--- src/rtl/mac_irq_ctrl.sv ---
module mac_irq_ctrl #(
  parameter int NSRC   = 4,
  parameter int DATA_W = 16
) (
  input  logic              clk,
  input  logic              rst_n,
  input  logic [NSRC-1:0]   stat_flags,
  input  logic              reg_wr,
  input  logic              reg_addr,
  input  logic [DATA_W-1:0] reg_wdata,
  output logic [DATA_W-1:0] reg_rdata,
  output logic              irq_o
);
  localparam int MASK_LO = NSRC;
  localparam int REQ_BIT = 2 * NSRC;

  logic            en_q;
  logic [NSRC-1:0] mask_q;
  logic            req_q;
  logic [NSRC-1:0] qual_prev_q;

  logic [NSRC-1:0] qual;
  logic            set_evt;
  logic            wr_ctl;
  logic            wr_stat;

  assign qual    = stat_flags & mask_q & {NSRC{en_q}};
  assign set_evt = |(qual & ~qual_prev_q);
  assign wr_ctl  = reg_wr && !reg_addr;
  assign wr_stat = reg_wr && reg_addr;

  always_ff @(posedge clk or negedge rst_n) begin
    if (!rst_n) begin
      en_q        <= 1'b0;
      mask_q      <= '0;
      req_q       <= 1'b0;
      qual_prev_q <= '0;
    end else begin
      qual_prev_q <= qual;
      if (wr_ctl)
        en_q <= reg_wdata[0];
      if (wr_stat)
        mask_q <= reg_wdata[MASK_LO +: NSRC];
      if (set_evt)
        req_q <= 1'b1;
      else if (wr_stat)
        req_q <= reg_wdata[REQ_BIT];
    end
  end

  always_comb begin
    reg_rdata = '0;
    if (!reg_addr) begin
      reg_rdata[0] = en_q;
    end else begin
      reg_rdata[NSRC-1:0]          = stat_flags;
      reg_rdata[MASK_LO +: NSRC]   = mask_q;
      reg_rdata[REQ_BIT]           = req_q;
    end
  end

  assign irq_o = req_q & en_q;
endmodule

--- config.mk ---
export PLATFORM = sky130hd
export DESIGN_NAME = mac_irq_ctrl
export DESIGN_NICKNAME = d
export VERILOG_FILES = /design/src/rtl/mac_irq_ctrl.sv
export SDC_FILE = /design/constraint.sdc
export NUM_CORES = 1
export LEC_CHECK = 0
export ABC_AREA = 1
export BUFFER_PORTS_ARGS = -buffer_cell sky130_fd_sc_hd__clkbuf_2
export CAP_MARGIN = 30
export CORE_UTILIZATION = 41
export CTS_CLUSTER_SIZE = 8
export DETAILED_ROUTE_END_ITERATION = 8
export PLACE_DENSITY = 0.86
export SLEW_MARGIN = 20
export SYNTH_ARGS = -nofsm -noshare
export SYNTH_HDL_FRONTEND = slang
export SYNTH_SLANG_ARGS = --single-unit
export TNS_END_PERCENT = 10
--- constraint.sdc ---
create_clock -name clk -period 1.63 [get_ports clk]
set_clock_uncertainty 0.15 [all_clocks]
set_input_delay 0.0815 -clock clk [delete_from_list [all_inputs] [get_ports clk]]
set_output_delay 0.0815 -clock clk [all_outputs]
set_load 0.05 [all_outputs]
# ---- Yosys cells after proc, flatten, opt, wreduce, memory -nomap -nowiden
# Index checks and enable logic that the tools add are counted.
dict set report totals {
  elab_cells 18
  register_bits 10
  output_inout_bits 17
}
dict set report op_classes {
  n_bitwise 5
  muxes 4
  n_reduce_logical 5
}
# cell n
set op_table {}
lappend op_table {{bitwise AND 4 bit} 3}
lappend op_table {{2-to-1 mux 8 bit} 1}
lappend op_table {{NOT 4 bit} 1}
lappend op_table {{OR reduction 4 bit} 1}
lappend op_table {{2-to-1 mux 1 bit} 3}
lappend op_table {{logical AND 1 bit} 2}
lappend op_table {{nonzero test 2 bit} 1}
lappend op_table {{bitwise AND 1 bit} 1}
lappend op_table {{zero test 1 bit} 1}

# ---- Longest topological paths before layout
dict set report logic_depth {
  word_depth 5
  depth_mapped 6
  mapped_depth_nobuf 5
}

# ---- Worst setup path before layout
# OpenSTA, ideal clock, no wires.
dict set report synth_path {
  path_type {register to output}
  startpoint {register en_q}
  endpoint {output port reg_rdata[0]}
  slack_ps 227
  stages_incl_launch_ff 3
  required_ps 1398
  t_arrival_ps 1171
  path_buffers 0
  path_cell_list {dfrtp_1 inv_2 o21ai_1}
}
dict set report synth_via {
  elab_chain_cells 1
}
# element line
set synth_rtl {}
lappend synth_rtl {{start: declaration} 17} ;# logic en_q;
lappend synth_rtl {{start signal: assignment} 41} ;# en_q <= reg_wdata[0];
lappend synth_rtl {{2-to-1 mux 1 bit} 53} ;# if (!reg_addr) begin
lappend synth_rtl {{end: declaration} 11} ;# output logic [DATA_W-1:0] reg_rdata,
# No other way between the ends.

# ---- Worst setup path after layout
# Same ends and word-level chain as after synthesis.

==> metrics.txt <==
status=completed; # IOs=41; Max Slew Vio Count=0; non-filler instance count after layout=129; clock slew at reported path FFs=0.06 ns; CP max stage cell=dfrtp_1; layout cells sized above 1=0.2435; critical path required time=1.40 ns; later-pin clock latency in the skew report=0.27 ns; Inserted Diodes=0; WL final=1.298 mm; core area=1186 µm²; setup TNS=0 ns; first-pass GRT wire length=2.180 mm; worst-path fanout max=6; GPL Wtd Cong=0.7580; die area=1516 µm²; Synth Instances=79; Crit Path Class=reg2out; Die X=38.94 µm; Layout Utilization=0.6762; gr usage total=0.2256; CTS Sinks=10; wire per inst=10.06 µm; synthesized area=559.3 µm²; drt initial violations=8; largest net degree at the start of global routing=18; pwr/cell area=907.7 nW/µm²; DRC=0; delay-heaviest family, CP=flip-flops; crit end category=output pin; DIE HEIGHT=38.94 µm; CP Launch Type=register; crit-path cells=inv_2, o21ai_1, clkbuf_2; H-tree depth=1; FMAX=0.6978 GHz; RSZ-0062 raised after global routing=no; Setup WS pre-CTS=0.4777 ns; Final #Nets=141; buffers and inverters on the worst path=2; total leakage power=0.5135 nW; Longest Clk Path Bufs=2; top cells by area, synth=dfrtp_1, nand2_1, buf_4, inv_1, nand3_1; Synth area leader=dfrtp_1; Max-Cap Viols=0; #FFs+latches synth=10; root buf cell=clkbuf_4; Max stage delay on crit path=0.45 ns; peak supply drop=0.0005514 V; Via density=4.496; worst min-delay path class=in2reg; dpl hpwl=813.3 µm; area growth from synthesis to layout=43.40%; final setup fails=0; Tmin final=1.433 ns; TritonCTS buffer count=3; overflow left after global routing=0; CTS tree=done; share of Yosys cell area claimed by the top area cell type=0.4474; post-route setup slack=0.1970 ns; total power=0.7280 mW; count of cell types in the netlist=13; vias post-DR=580; initial core utilization=0.4715; post-CTS setup buffer count=0; Port Buffers=23; Synthesis Warnings=0; post-route antenna net violation count=0; 1st-pass router iterations=4; placed cells=113; sequential area share after synthesis=0.4474; Hold Fails Final Rpt=0; fill cell total of the finished layout=103; vias in the first global route=530; initial antenna violation count=0; period utilization=0.8792; row cnt=12; CP Data Arrival Time=1.20 ns; Synth Area per Inst=7.080 µm²
-- registers in the layout, summed over array words and instances, names as in the netlist --
register and count:
en_q 1, mask_q 4, qual_prev_q 4, req_q 1
-- worst paths after layout --
check                           startpoint        endpoint  slack (ns)  cells after the start
max in group asynchronous            rst_n  qual_prev_q[1]        1.03                      2
worst max register to register        en_q           req_q        0.60                      4
worst min register to register   mask_q[3]       mask_q[3]        0.37                      2
worst min-delay path                reg_wr            en_q        0.03                      3
worst max-delay path                  en_q    reg_rdata[0]        0.20                      3
min in group asynchronous            rst_n       mask_q[2]        0.09                      2
-- tightest hold or removal path, delay by kind of cell --
family,cells,cell delay (ns)
AND/OR/NAND/NOR,1,0.11
AO/OA/AOI/OAI,1,0.06
buffers and inverters,1,0.15
-- per-layer routing --
metal | vias up | GRT usage | share of wire
met3 | 5 | 0.05202 | 0.059
met1 | 256 | 0.2362 | 0.41
li1 | 294 | - | -
met4 | 0 | 0.1552 | 0.028
met2 | 25 | 0.3917 | 0.51
met5 | - | 0 | 0
-- timing repair --
action | CTS | global route
gates resized for setup | 0 | 0
hold buffers | 13 | 0
hold endpoints to repair | 19 | 0
-- final cells by class --
cell class / instances / area [µm²] / area share
flip-flops and latches: 10 / 250.2 / 0.3120
multi-input cells: 51 / 210.2 / 0.2621
clock buffers: 3 / 22.52 / 0.02808
well taps: 14 / 17.52 / 0.02184
repair buffers: 36 / 245.2 / 0.3058
inverters: 15 / 56.30 / 0.07020
-- synthesized netlist by cell type --
| cell | number |
|---|---|
| nand3_1 | 7 |
| nor2_1 | 7 |
| conb_1 | 1 |
| nand4_1 | 2 |
| buf_2 | 1 |
| inv_1 | 14 |
| o21ai_1 | 1 |
| inv_2 | 1 |
| a21oi_1 | 1 |
| buf_4 | 8 |
| nand2_1 | 25 |
| dfrtp_1 | 10 |
| nand2_2 | 1 |
-- stage by stage --
| step | hold WS [ns] | area [µm²] |
|---|---|---|
| 2_1_floorplan | -0.3641 | 581.8 |
| 3_3_place_gp | -0.1960 | 649.4 |
| 3_5_place_dp | -0.1926 | 649.4 |
| 4_1_cts | 0.01626 | 802.0 |
| 5_1_grt | 0.04383 | 802.0 |
| 6_report | 0.03187 | 802.0 |
-- cell usage in the layout (no fill, tap or decap), drive strengths merged --
master / count
dfrtp: 10
nand4: 2
clkbuf: 26
a21oi: 1
conb: 7
o21ai: 1
nand3: 7
nor2: 7
nand2: 26
inv: 15
dlygate4sd3: 13
-- power breakdown --
part           switching (mW)  internal (mW)
registers              0.0234          0.276
logic                   0.189         0.0724
clock network          0.0818         0.0852
-- cells by family after synthesis --
logic type	synth area share
simple gates	0.3110
buf+inv	0.2170
flops	0.4474
compound gates	0.01788
other cells	0.006705
No activity file was read; power rests on OpenSTA's default activity.
